## src/rtl/uart_irq_pkg.sv

```systemverilog
package uart_irq_pkg;

  localparam int EN_W = 4;

  // enable bit positions
  localparam int EN_RX  = 0;
  localparam int EN_THR = 1;
  localparam int EN_LS  = 2;
  localparam int EN_MS  = 3;

  // identification codes (bit 0 high means nothing pending)
  localparam logic [3:0] ID_NONE = 4'b0001;
  localparam logic [3:0] ID_LS   = 4'b0110;
  localparam logic [3:0] ID_TMO  = 4'b1100;
  localparam logic [3:0] ID_RX   = 4'b0100;
  localparam logic [3:0] ID_THR  = 4'b0010;
  localparam logic [3:0] ID_MS   = 4'b0000;

  typedef struct packed {
    logic enWr;
    logic thrClr;
    logic lsClr;
    logic msClr;
  } irqStrb_t;

endpackage

```

## src/rtl/uart_irq_ctrl.sv

```systemverilog
module uart_irq_ctrl
  import uart_irq_pkg::*;
#(
  parameter int ADDR_W  = 2,
  parameter int EN_ADDR = 1,
  parameter int ID_ADDR = 2
) (
  input  logic              wrEn,
  input  logic              rdEn,
  input  logic [ADDR_W-1:0] addr,
  input  logic              lsrRd,
  input  logic              msrRd,
  input  logic              thrWr,
  input  logic              thrShown,
  output irqStrb_t          strb
);

  logic enSel;
  logic idSel;

  assign enSel = (addr == ADDR_W'(EN_ADDR));
  assign idSel = (addr == ADDR_W'(ID_ADDR));

  always_comb begin
    strb        = '0;
    strb.enWr   = wrEn && enSel;
    // acknowledge transmitter-empty only when the id read shows it
    strb.thrClr = thrWr || (rdEn && idSel && thrShown);
    strb.lsClr  = lsrRd;
    strb.msClr  = msrRd;
  end

endmodule

```

## src/rtl/uart_irq_dp.sv

```systemverilog
module uart_irq_dp
  import uart_irq_pkg::*;
(
  input  logic            clk,
  input  logic            rstN,
  input  irqStrb_t        strb,
  input  logic [EN_W-1:0] enData,
  input  logic            lsErr,
  input  logic            rxAvail,
  input  logic            rxTimeout,
  input  logic            fifoMode,
  input  logic            thrEmpty,
  input  logic            msChg,
  output logic [EN_W-1:0] enReg,
  output logic [3:0]      idCode,
  output logic            irq,
  output logic            thrShown
);

  logic lsPend;
  logic msPend;
  logic thrPend;

  always_ff @(posedge clk) begin
    if (!rstN) begin
      enReg   <= '0;
      lsPend  <= 1'b0;
      msPend  <= 1'b0;
      thrPend <= 1'b0;
    end else begin
      if (strb.enWr) enReg <= enData;
      // a set in the same cycle as a clear wins
      if (lsErr)           lsPend  <= 1'b1;
      else if (strb.lsClr) lsPend  <= 1'b0;
      if (msChg)           msPend  <= 1'b1;
      else if (strb.msClr) msPend  <= 1'b0;
      if (thrEmpty)         thrPend <= 1'b1;
      else if (strb.thrClr) thrPend <= 1'b0;
    end
  end

  always_comb begin
    if (enReg[EN_LS] && lsPend)                       idCode = ID_LS;
    else if (enReg[EN_RX] && fifoMode && rxTimeout)   idCode = ID_TMO;
    else if (enReg[EN_RX] && rxAvail)                 idCode = ID_RX;
    else if (enReg[EN_THR] && thrPend)                idCode = ID_THR;
    else if (enReg[EN_MS] && msPend)                  idCode = ID_MS;
    else                                              idCode = ID_NONE;
  end

  assign irq      = !idCode[0];
  assign thrShown = (idCode == ID_THR);

  p_ls_latch_r6: assert property (@(posedge clk) disable iff (!rstN)
    lsErr |=> lsPend);
  p_ls_clear_r6: assert property (@(posedge clk) disable iff (!rstN)
    (strb.lsClr && !lsErr) |=> !lsPend);
  p_ms_clear_r7: assert property (@(posedge clk) disable iff (!rstN)
    (strb.msClr && !msChg) |=> !msPend);
  p_thr_clear_r8: assert property (@(posedge clk) disable iff (!rstN)
    (strb.thrClr && !thrEmpty) |=> !thrPend);
  p_set_wins_r9: assert property (@(posedge clk) disable iff (!rstN)
    (thrEmpty && strb.thrClr) |=> thrPend);
  p_quiet_r10: assert property (@(posedge clk) disable iff (!rstN)
    (enReg == '0) |-> !irq);

endmodule

```

## src/rtl/uart_irq_prio.sv

```systemverilog
module uart_irq_prio
  import uart_irq_pkg::*;
#(
  parameter int ADDR_W  = 2,
  parameter int DATA_W  = 8,
  parameter int EN_ADDR = 1,
  parameter int ID_ADDR = 2
) (
  input  logic              clk,
  input  logic              rstN,
  input  logic              wrEn,
  input  logic              rdEn,
  input  logic [ADDR_W-1:0] addr,
  input  logic [DATA_W-1:0] wrData,
  output logic [DATA_W-1:0] rdData,
  input  logic              lsErr,
  input  logic              rxAvail,
  input  logic              rxTimeout,
  input  logic              fifoMode,
  input  logic              thrEmpty,
  input  logic              msChg,
  input  logic              lsrRd,
  input  logic              msrRd,
  input  logic              thrWr,
  output logic              irq
);

  irqStrb_t        strb;
  logic [EN_W-1:0] enReg;
  logic [3:0]      idCode;
  logic            thrShown;
  logic            unusedWrHi;

  assign unusedWrHi = ^wrData[DATA_W-1:EN_W];

  uart_irq_ctrl #(
    .ADDR_W (ADDR_W),
    .EN_ADDR(EN_ADDR),
    .ID_ADDR(ID_ADDR)
  ) uCtrl (
    .wrEn    (wrEn),
    .rdEn    (rdEn),
    .addr    (addr),
    .lsrRd   (lsrRd),
    .msrRd   (msrRd),
    .thrWr   (thrWr),
    .thrShown(thrShown),
    .strb    (strb)
  );

  uart_irq_dp uDp (
    .clk      (clk),
    .rstN     (rstN),
    .strb     (strb),
    .enData   (wrData[EN_W-1:0]),
    .lsErr    (lsErr),
    .rxAvail  (rxAvail),
    .rxTimeout(rxTimeout),
    .fifoMode (fifoMode),
    .thrEmpty (thrEmpty),
    .msChg    (msChg),
    .enReg    (enReg),
    .idCode   (idCode),
    .irq      (irq),
    .thrShown (thrShown)
  );

  always_comb begin
    rdData = '0;
    if (addr == ADDR_W'(EN_ADDR))      rdData = DATA_W'(enReg);
    else if (addr == ADDR_W'(ID_ADDR)) rdData = DATA_W'(idCode);
  end

  p_en_upper_zero_r2: assert property (@(posedge clk) disable iff (!rstN)
    (addr == ADDR_W'(EN_ADDR)) |-> (rdData[DATA_W-1:EN_W] == '0));
  p_id_irq_r4: assert property (@(posedge clk) disable iff (!rstN)
    (addr == ADDR_W'(ID_ADDR)) |-> (rdData[0] == !irq));

endmodule

```

## config.mk

```make
export PLATFORM = sky130hd
export DESIGN_NAME = uart_irq_prio
export DESIGN_NICKNAME = d
export VERILOG_FILES = /design/src/rtl/uart_irq_pkg.sv /design/src/rtl/uart_irq_ctrl.sv /design/src/rtl/uart_irq_dp.sv /design/src/rtl/uart_irq_prio.sv
export SDC_FILE = /design/constraint.sdc
export NUM_CORES = 1
export LEC_CHECK = 0
export ABC_AREA = 0
export BUFFER_PORTS_ARGS = -buffer_cell sky130_fd_sc_hd__buf_2
export CORE_AREA = 2 2 39 41
export CTS_BUF_LIST = sky130_fd_sc_hd__clkbuf_8
export DETAILED_ROUTE_END_ITERATION = 8
export DIE_AREA = 0 0 41 43
export PLACE_DENSITY = 0.68
export SYNTH_ARGS = -nofsm -noshare
export SYNTH_HDL_FRONTEND = slang
export SYNTH_SLANG_ARGS = --single-unit
export TNS_END_PERCENT = 50
```

## constraint.sdc

```tcl
create_clock -name clk -period 1.4 [get_ports clk]
set_input_delay 0 -clock clk [delete_from_list [all_inputs] [get_ports clk]]
set_output_delay 0 -clock clk [all_outputs]
set_load 0.03 [all_outputs]
```

# After elaboration in Yosys (flattened, before gate mapping)
# Index checks and enable logic that the tools add are counted.
dict set report totals {
  in_bits 23
  out_inout_bits 9
  elab_cells 34
  ff_bits 7
}
dict set report op_classes {
  n_eq_ne 3
  muxes 13
  reduce_logical 14
}
# operator count
set ops {}
lappend ops {{4-bit 2-to-1 mux} 6}
lappend ops {{1-bit logical AND} 9}
lappend ops {{1-bit 2-to-1 mux} 7}
lappend ops {{2-bit nonzero test} 3}
lappend ops {{4-bit by 2-bit equality test with 1-bit output, second input constant} 1}
lappend ops {{2-bit by 1-bit equality test with 1-bit output, second input constant} 1}
lappend ops {{2-bit equality test, second input constant} 1}
lappend ops {{1-bit logical NOT} 1}
lappend ops {{1-bit logical OR} 1}

# Longest topological paths before layout
# Gate-level depths: netlist of the first run.
dict set report depth {
  ltp_word 11
  ltp_mapped 4
  depth_no_buf 3
}

# Cells and area by module
# From an unflattened synthesis of the first run, not the netlist that was laid out.
dict set report hier_totals {
  hier_cells 50
  hier_area_um2 459.2
}
# module cells_per_inst n_inst seq_area_each_um2 area_each_um2
set by_module_without_submodules {}
lappend by_module_without_submodules {uart_irq_dp 33 1 140.1 335.3}
lappend by_module_without_submodules {uart_irq_prio 11 1 0.0 87.6}
lappend by_module_without_submodules {uart_irq_ctrl 6 1 0.0 36.3}

# Least setup slack after synthesis of the first run
# No wires, ideal clock.
dict set report synth_timing {
  path_kind {flip-flop to output port}
  startpoint {register uDp.enReg[2]}
  endpoint {output port rdData[2]}
  path_stages_with_launch 4
  path_slack_ns 0.322
  required_time_ns 1.400
  arrival_ns 1.078
  path_buffers 0
  path_cell_list {dfxtp_1 -> nand2_1 -> a21boi_2 -> o21ai_1}
}
dict set report synth_between {
  elab_chain_len 4
}
# element line
set synth_rtl {}
lappend synth_rtl {{start, declared} uart_irq_dp.sv:14} ;# output logic [EN_W-1:0] enReg,
lappend synth_rtl {{start signal, assigned} uart_irq_dp.sv:31} ;# if (strb.enWr) enReg <= enData;
lappend synth_rtl {{1-bit logical AND} uart_irq_dp.sv:43} ;# if (enReg[EN_LS] && lsPend) idCode = ID_LS;
lappend synth_rtl {{4-bit 2-to-1 mux} uart_irq_dp.sv:43}
lappend synth_rtl {{4-bit 2-to-1 mux} uart_irq_prio.sv:71} ;# else if (addr == ADDR_W'(ID_ADDR)) rdData = DATA_W'(idCode);
lappend synth_rtl {{4-bit 2-to-1 mux (*)} uart_irq_prio.sv:70} ;# if (addr == ADDR_W'(EN_ADDR)) rdData = DATA_W'(enReg);
lappend synth_rtl {{end, declared} uart_irq_prio.sv:15} ;# output logic [DATA_W-1:0] rdData,
# Mark *: on every way between the ends. The rest lies on a longest branch, timed or not.

# Worst setup path in the final report of the first run
dict set report layout_timing {
  startpoint {register uDp.enReg[2]}
  endpoint {output port rdData[0]}
}
dict set report layout_between {
  elab_chain_len 4
}
# element line
set layout_rtl {}
lappend layout_rtl {{1-bit logical AND} uart_irq_dp.sv:43}
lappend layout_rtl {{4-bit 2-to-1 mux} uart_irq_dp.sv:43}
lappend layout_rtl {{4-bit 2-to-1 mux} uart_irq_prio.sv:71}
lappend layout_rtl {{4-bit 2-to-1 mux} uart_irq_prio.sv:70}
# Every way passes these cells.

==> flow_summary.yaml, run 1 <==
power:
  p_switching_mw: 0.1440
  comb_power_share: 0.170
  ir_drop_mv: 0.6922
  p_leak_nw: 0.2858
  clkPwrFrac: 0.457
  cellPowerDensity_nw_per_um2: 980.4
  power_frac_seq: 0.373
  netSwitchingFraction: 0.2457
  p_int_mw: 0.4423
clock_tree:
  cts_buffers: 3
  clockBufferDepth: 2
  htree_num_levels: 1
  postCtsSetupRepairBufs: 0
  cts_tree: "done"
  cts_root_buf: "clkbuf_8"
  cts_resized: 0
  clkTransAtPathRegs_ns: 0.04
  clk_latency_ns: 0.22
  clkSinkCount: 7
run:
  cap_viol_max_count: 0
setup_path:
  r2r.worst_path.cells: 3
  worstSetupEndpointType: "output pin"
  path_cells: "nand2_1 -> a21boi_2 -> a32o_1 -> buf_2"
  critical_path.startpoint_type: "flop"
  r2r_setup_slack_ns: 0.32
  crit_family: "compound AO/OA/AOI/OAI gates"
  cp.depth: 4
  crit_path_max_fanout: 4
  worst_ep_arrival_time_ns: 1.32
  cpPeakStageDelay_ns: 0.37
  crit_type: "flop to output pin"
  path_buf_inv: 1
  critPathRequiredTime_ns: 1.40
  slowest_stage: "dfxtp_1"
place:
  pre_cts_slack_ns: 0.3249
  dp_hpwl_um: 788.4
  dp_cells: 89
  portBuffers: 23
  place_congestion: 0.7217
synthesis:
  async_reset_ff_frac: 0
  synth.top_cell.area_share: 0.3323
  yosysSeqAreaShare: 0.3323
  synth.area.top_cells: "dfxtp_1 (33%), nand2_1 (8.0%), a21boi_1 (7.1%)"
  yosys.cell_count.top_type: "nand2_1"
  synth_ff_type: "dfxtp_1"
  synthDistinctLibCells: 22
  avgSynthCellArea_um2: 8.109
  yosysWarnings: 0
  synth_top_cells_by_count: "nand2_1 (9), dfxtp_1 (7), nand3_1 (5)"
  synth_area_um2: 421.7
  synth_area_leader_cell: "dfxtp_1"
  syn_inst: 52
  ys_ff_latch: 7
  synth_edf_count: 0
sta:
  max_freq_ghz: 0.7599
  hold_viol: 0
  clock-skew-final_ns: 0.001117
  slew_violations: 0
  min_period_over_period: 0.9400
  max_slew.worst_pin.slew_ns: 0.5154
  slew_headroom: 0.6557
  setup_ws_ns: 0.08405
  min_period_ns: 1.316
  rsz0062_at_grt: "false"
  setup_tns_ns: 0
  setup_viol: 0
global_routing:
  grt_pass1_wl_um: 1455
  grt_usage: 0.1239
  grt_max_degree: 9
  grt_pass1_vias: 411
  antenna_found_initial: 0
  grt_remaining_overflow: 0
final_layout:
  drive_above_1_share: 0.3544
  layout.area.seq_um2: 140.1
  syn_to_final_growth_pct: 41.84
  final_nets: 103
  num-fill-cells: 148
  instances_no_fill: 95
  antenna_cells: 0
  multi_input_comb_area_um2: 254.0
routing:
  wl_per_cell_um: 10.42
  drc_errors: 0
  vias: 465
  via_per_inst: 4.895
  ant_nets: 0
  dr.pass1.iters: 4
  drt-initial-drc-count: 11
  wl_um: 990
min_path:
  hold_path.class: "input pin to flop"
  min_path_cells: 2
floorplanning:
  die_x_um: 41
  die_h_um: 43
  ios: 32
  rows: 14
  die_area_um2: 1763
  initial_utilization: 0.3047
  core_area_um2: 1384
outcome:
  outcome: "finished, final reports clean"
registers in the layout, indices dropped and copies added (netlist names):
name,cells
uDp.msPend,1
uDp.lsPend,1
uDp.thrPend,1
uDp.enReg,4
power groups by stage:
stage	Sequential (mW)	Combinational, mW	Clock [mW]
finish	0.218	0.0999	0.268
global route	0.219	0.110	0.295
CTS	0.218	0.101	0.276
detailed placement	0.221	0.0960	0
global placement	0.221	0.0949	0
floorplan	0.219	0.0672	0
logic make-up after synthesis:
| family | after synthesis | synth area share |
|---|---|---|
| AOI/OAI and AO/OA | 17 | 0.3264 |
| buffers and inverters | 6 | 0.09197 |
| DFF | 7 | 0.3323 |
| other | 1 | 0.008894 |
| and+or+nand+nor | 21 | 0.2403 |
path summary, 6_finish.rpt:
check                                     to         start
worst max-delay path               rdData[0]  uDp.enReg[2]
worst min-delay path             uDp.thrPend          rdEn
worst max register to register   uDp.thrPend  uDp.enReg[2]
worst min register to register  uDp.enReg[3]  uDp.enReg[3]
cell type report:
cell class                      count  share of cell area
Inverter                            1            0.006276
Sequential cell                     7              0.2343
Multi-Input combinational cell     42              0.4247
Clock inverter                      1            0.006276
Tap cell                           16             0.03347
Timing Repair Buffer               25              0.2259
Clock buffer                        3             0.06904
metrics by stage:
stage / cell area (um2) / hold slack [ns] / power (mW) / util
finish: 598.1 / 0.004136 / 0.5863 / 0.4322
global route: 598.1 / 0.01778 / 0.6240 / 0.4322
CTS: 598.1 / 0.004544 / 0.5947 / 0.4322
detailed placement: 533.0 / 0.2088 / 0.3175 / 0.3852
global placement: 533.0 / 0.2136 / 0.3162 / 0.3852
floorplan: 432.9 / 0.1175 / 0.2863 / -
worst register-to-register path, stage by stage (launching register included):
cell and delay, ns:
dfxtp_1 0.37, nand2_1 0.12, a311oi_2 0.30, a41oi_1 0.15
layout by cell type, fill, tap and decap left out:
master	count
a21boi_1	4
a21boi_2	1
a21o_1	2
a21oi_1	1
a22oi_1	1
a311oi_2	1
a32o_1	2
a41oi_1	1
buf_2	23
clkbuf_8	3
conb_1	4
dfxtp_1	7
dlygate4sd3_1	2
inv_1	2
nand2_1	9
nand2b_1	1
nand3_1	5
nand3b_1	1
nor2_1	1
nor2b_1	4
o21a_1	2
o21ai_0	1
o21ai_1	1
routing by layer:
metal	vias up	share of wire	GRT usage
met5	-	0	0
met3	2	0.067	0.03141
li1	236	-	-
met2	19	0.50	0.1969
met1	208	0.42	0.1364
met4	0	0.013	0.08000
timing repair:
action                                  CTS  global route
hold buffers                              2             0
hold endpoints to repair                  2             0
endpoints found under the setup margin    0             0
Power figures use the tool's default switching activity.
==> run 2: changes to the inputs <==
--- a/config.mk
+++ b/config.mk
@@ -6,12 +6,12 @@
 export NUM_CORES = 1
 export LEC_CHECK = 0
 export ABC_AREA = 0
-export BUFFER_PORTS_ARGS = -buffer_cell sky130_fd_sc_hd__buf_2
+export BUFFER_PORTS_ARGS = -buffer_cell sky130_fd_sc_hd__buf_4
 export CORE_AREA = 2 2 39 41
 export CTS_BUF_LIST = sky130_fd_sc_hd__clkbuf_8
 export DETAILED_ROUTE_END_ITERATION = 8
 export DIE_AREA = 0 0 41 43
-export PLACE_DENSITY = 0.68
+export PLACE_DENSITY = 0.72
 export SYNTH_ARGS = -nofsm -noshare
 export SYNTH_HDL_FRONTEND = slang
 export SYNTH_SLANG_ARGS = --single-unit
==> run 2 against run 1 <==
Compared with the run above:
- global-route usage is 0.50 points higher
- sequential cell count stayed put
- setup slack better by 0.0054 ns
- clock power hardly changed
- core utilization is 4.2 points higher
- total power is 3.0% higher
- design area is 9.6% higher
- sequential power hardly changed
- via count is 5.4% lower
==> flow_summary.yaml, run 2 (same netlist as run 1, synthesis figures left out) <==
outcome:
  outcome: "finished, final reports clean"
floorplanning:
  die_h_um: 43
  rows: 14
  die_x_um: 41
  initial_utilization: 0.3047
  core_area_um2: 1384
  ios: 32
  die_area_um2: 1763
routing:
  drt-initial-drc-count: 5
  via_per_inst: 4.632
  vias: 440
  ant_nets: 0
  drc_errors: 0
  wl_um: 951
  wl_per_cell_um: 10.01
  dr.pass1.iters: 2
clock_tree:
  cts_root_buf: "clkbuf_8"
  cts_tree: "done"
  cts_resized: 0
  htree_num_levels: 1
  cts_buffers: 3
  clkTransAtPathRegs_ns: 0.04
  clk_latency_ns: 0.22
  clkSinkCount: 7
  clockBufferDepth: 2
global_routing:
  grt_pass1_wl_um: 1607
  grt_pass1_vias: 414
  antenna_found_initial: 0
  grt_max_degree: 9
  grt_usage: 0.1289
  grt_remaining_overflow: 0
sta:
  rsz0062_at_grt: "false"
  slew_violations: 0
  setup_viol: 0
  setup_tns_ns: 0
  max_slew.worst_pin.slew_ns: 0.5345
  max_freq_ghz: 0.7630
  hold_viol: 0
  slew_headroom: 0.6429
  min_period_over_period: 0.9361
  holdWs_ns: 0.003694
  min_period_ns: 1.311
  clock-skew-final_ns: 0.001625
setup_path:
  path_buf_inv: 1
  path_cells: "nand2_1 -> a21boi_2 -> a32o_1 -> buf_4"
  crit_path_max_fanout: 4
  critPathLaunch: "uDp.enReg[2]"
  slowest_stage: "dfxtp_1"
  crit_family: "compound AO/OA/AOI/OAI gates"
  r2r.worst_path.cells: 3
  cp.depth: 4
  cpPeakStageDelay_ns: 0.37
  rr_endpoint: "uDp.thrPend"
  crit_type: "flop to output pin"
  worst_ep_arrival_time_ns: 1.31
  cp-endpoint: "rdData[0]"
  timing.rr.start: "uDp.enReg[2]"
  r2r_setup_slack_ns: 0.33
  worstSetupEndpointType: "output pin"
  critical_path.startpoint_type: "flop"
  critPathRequiredTime_ns: 1.40
final_layout:
  antenna_cells: 0
  syn_to_final_growth_pct: 55.49
  final_nets: 103
  drive_above_1_share: 0.3544
  largest_register_ffs: 4
  layout_common_cells: "buf_4 (23), nand2_1 (9), dfxtp_1 (7)"
  top_register: "uDp.enReg"
  final_common_cell: "buf_4"
place:
  place_congestion: 0.7455
  portBuffers: 23
  dp_hpwl_um: 776.1
min_path:
  hold_path.class: "input pin to flop"
power:
  p_leak_nw: 0.3015
  cellPowerDensity_nw_per_um2: 921.5
  ir_drop_mv: 0.5547
  p_total_mw: 0.6041
run:
  cap_viol_max_count: 0
run 2: cell counts in the layout (fill, tap and decap cells not counted):
No cell type changed its count.
run 2: layout make-up:
cell class | count | area [um2]
clock inverters | 1 | 3.754
repair buffers | 25 | 192.7
well taps | 16 | 20.02
clock buffers | 3 | 41.29
flip-flops and latches | 7 | 140.1
fillers | 132 | 728.2
multi-input cells | 42 | 254.0
inverters | 1 | 3.754
run 2: worst register-to-register path, cell delays in order (launching register included):
cell and delay (ns):
dfxtp_1 0.37, nand2_1 0.12, a311oi_2 0.30, a41oi_1 0.15
run 2: worst min path at each step:
stage	slack, ns	end	cells after the start	startpoint
global placement	0.21	uDp.lsPend	2	lsErr
detailed placement	0.21	uDp.msPend	2	msChg
CTS	0.008	uDp.thrPend	2	rdEn
global route	0.03	uDp.thrPend	2	rdEn
finish	0.004	uDp.thrPend	2	rdEn
floorplan	0.12	uDp.lsPend	1	rstN
run 2: where the power goes:
part	internal (mW)	leakage, nW	switching, mW	total [mW]
Combinational	0.0603	0.217	0.0568	0.117
Sequential	0.210	0.0576	0.00849	0.219
Clock	0.189	0.0269	0.0796	0.268
run 2: repair_timing:
action / CTS / global route
endpoints found under the hold margin: 2 / 0
setup buffers: 0 / 0
hold buffers: 2 / 0
run 2: metal layers:
| metal | share of wire | up-vias | track usage |
|---|---|---|---|
| li1 | - | 232 | - |
| met1 | 0.40 | 197 | 0.1591 |
| met2 | 0.54 | 11 | 0.2094 |
| met3 | 0.052 | 0 | 0.01571 |
| met4 | 0 | 0 | 0.06000 |
| met5 | 0 | - | 0 |
run 2: per-stage QoR:
step	setup slack [ns]	util	instance area [um2]	instances
finish	0.08945	0.4738	655.6	95
global route	0.04236	0.4738	655.6	95
CTS	0.09308	0.4738	655.6	95
detailed placement	0.3322	0.4268	590.6	89
global placement	0.3647	0.4268	590.6	89
floorplan	0.3222	-	432.9	55
==> run 3: changes to the inputs <==
--- a/config.mk
+++ b/config.mk
@@ -7,10 +7,10 @@
 export LEC_CHECK = 0
 export ABC_AREA = 0
 export BUFFER_PORTS_ARGS = -buffer_cell sky130_fd_sc_hd__buf_4
-export CORE_AREA = 2 2 39 41
+export CORE_AREA = 8 8 45 47
 export CTS_BUF_LIST = sky130_fd_sc_hd__clkbuf_8
 export DETAILED_ROUTE_END_ITERATION = 8
-export DIE_AREA = 0 0 41 43
+export DIE_AREA = 0 0 53 55
 export PLACE_DENSITY = 0.72
 export SYNTH_ARGS = -nofsm -noshare
 export SYNTH_HDL_FRONTEND = slang
==> run 3 against run 2 <==
Compared with the run above:
- first-iteration DRC count up 80%
- wire length up 29%
- sequential power about the same
- fmax up 2.2%
- setup slack better by 0.028 ns
- clock skew about the same
- critical path type unchanged
- critical endpoint unchanged
==> flow_summary.yaml, run 3 (same netlist as run 1, synthesis figures left out) <==
sta:
  clock-skew-final_ns: 0.001273
  setup_tns_ns: 0
  setup_viol: 0
  setup_ws_ns: 0.1177
  max_slew.worst_pin.slew_ns: 0.5512
  min_period_ns: 1.282
  hold_viol: 0
  max_freq_ghz: 0.7798
  min_period_over_period: 0.9159
  rsz0062_at_grt: "false"
  slew_headroom: 0.6318
  slew_violations: 0
  holdWs_ns: 0.03737
place:
  place_congestion: 0.7233
  dp_cells: 89
  dpl_cell_area_um2: 590.6
  portBuffers: 23
  pre_cts_slack_ns: 0.3576
final_layout:
  syn_to_final_growth_pct: 57.86
  instances_no_fill: 96
  layout_common_cells: "buf_4 (23), nand2_1 (9), dfxtp_1 (7)"
  multi_input_comb_area_um2: 254.0
  antenna_cells: 0
  layout.area.seq_um2: 140.1
  final_common_cell: "buf_4"
  top_register: "uDp.enReg"
  drive_above_1_share: 0.3500
  final_nets: 104
  largest_register_ffs: 4
  utilization: 0.4810
  num-fill-cells: 150
  fin_area_um2: 665.6
global_routing:
  antenna_found_initial: 0
  grt_usage: 0.09513
  grt_pass1_vias: 480
  grt_max_degree: 9
  grt_pass1_wl_um: 2076
  grt_remaining_overflow: 0
clock_tree:
  clkSinkCount: 7
  cts_tree: "done"
  cts_resized: 0
  postCtsSetupRepairBufs: 0
  cts_root_buf: "clkbuf_8"
  clk_latency_ns: 0.22
  cts_hold_buffers: 3
  htree_num_levels: 1
  clkTransAtPathRegs_ns: 0.04
  cts_buffers: 3
  clockBufferDepth: 2
floorplanning:
  core_area_um2: 1384
  rows: 14
  die_area_um2: 2915
  ios: 32
  die_h_um: 55
  die_x_um: 53
  initial_utilization: 0.3047
power:
  cellPowerDensity_nw_per_um2: 917.6
  p_leak_nw: 0.3057
  ir_drop_mv: 0.4644
  p_total_mw: 0.6108
setup_path:
  crit_type: "flop to output pin"
  worstSetupEndpointType: "output pin"
  cpPeakStageDelay_ns: 0.36
  slowest_stage: "dfxtp_1"
  critPathLaunch: "uDp.enReg[2]"
  path_cells: "nand2_1 -> a21boi_2 -> a32o_1 -> buf_4"
  path_buf_inv: 1
  worst_ep_arrival_time_ns: 1.28
  crit_path_max_fanout: 4
  crit_family: "compound AO/OA/AOI/OAI gates"
  critical_path.startpoint_type: "flop"
  critPathRequiredTime_ns: 1.40
  timing.rr.start: "uDp.enReg[1]"
routing:
  route.met2.wl_um: 619
  drc_errors: 0
  wl_met1_um: 476
  vias: 465
  wl_um: 1223
  wl_per_cell_um: 12.74
  ant_nets: 0
  dr.pass1.iters: 2
  via_per_inst: 4.844
  drt-initial-drc-count: 9
  top_layer: "met4"
  met3_length_um: 96
outcome:
  outcome: "finished, final reports clean"
run:
  cap_viol_max_count: 0
min_path:
  hold_path.class: "input pin to flop"
  min_from: "wrData[0]"
## run 3: changes by cell type in the layout (fill, tap and decap cells not counted), sizes merged
cell	previous run	this run
dlygate4sd3	2	3
## run 3: where the power goes
part	internal, mW	total, mW	switching, mW
Sequential	0.210	0.219	0.00861
Combinational	0.0622	0.121	0.0585
Clock	0.189	0.271	0.0825
## run 3: worst paths after layout
kind	end	slack (ns)	depth (start not counted)
worst max-delay path	rdData[0]	0.12	4
worst min-delay path	uDp.enReg[0]	0.04	3
worst max register to register	uDp.thrPend	0.35	3
worst min register to register	uDp.enReg[3]	0.49	2
## run 3: layout make-up
cell class / instances / share of cell area
Multi-Input combinational cell: 42 / 0.3816
Timing Repair Buffer: 26 / 0.3045
Clock buffer: 3 / 0.06203
Tap cell: 16 / 0.03008
Inverter: 1 / 0.005639
Sequential cell: 7 / 0.2105
Clock inverter: 1 / 0.005639
## run 3: worst min-delay path: stages
cell      delay (ns)
buf_4           0.11
nand3_1         0.05
a21boi_1        0.05
## run 3: metal layers
layer,track usage,vias to the layer above
met4,0.07759,0
met1,0.09437,210
met5,0,-
met3,0.03476,4
li1,-,236
met2,0.1582,15
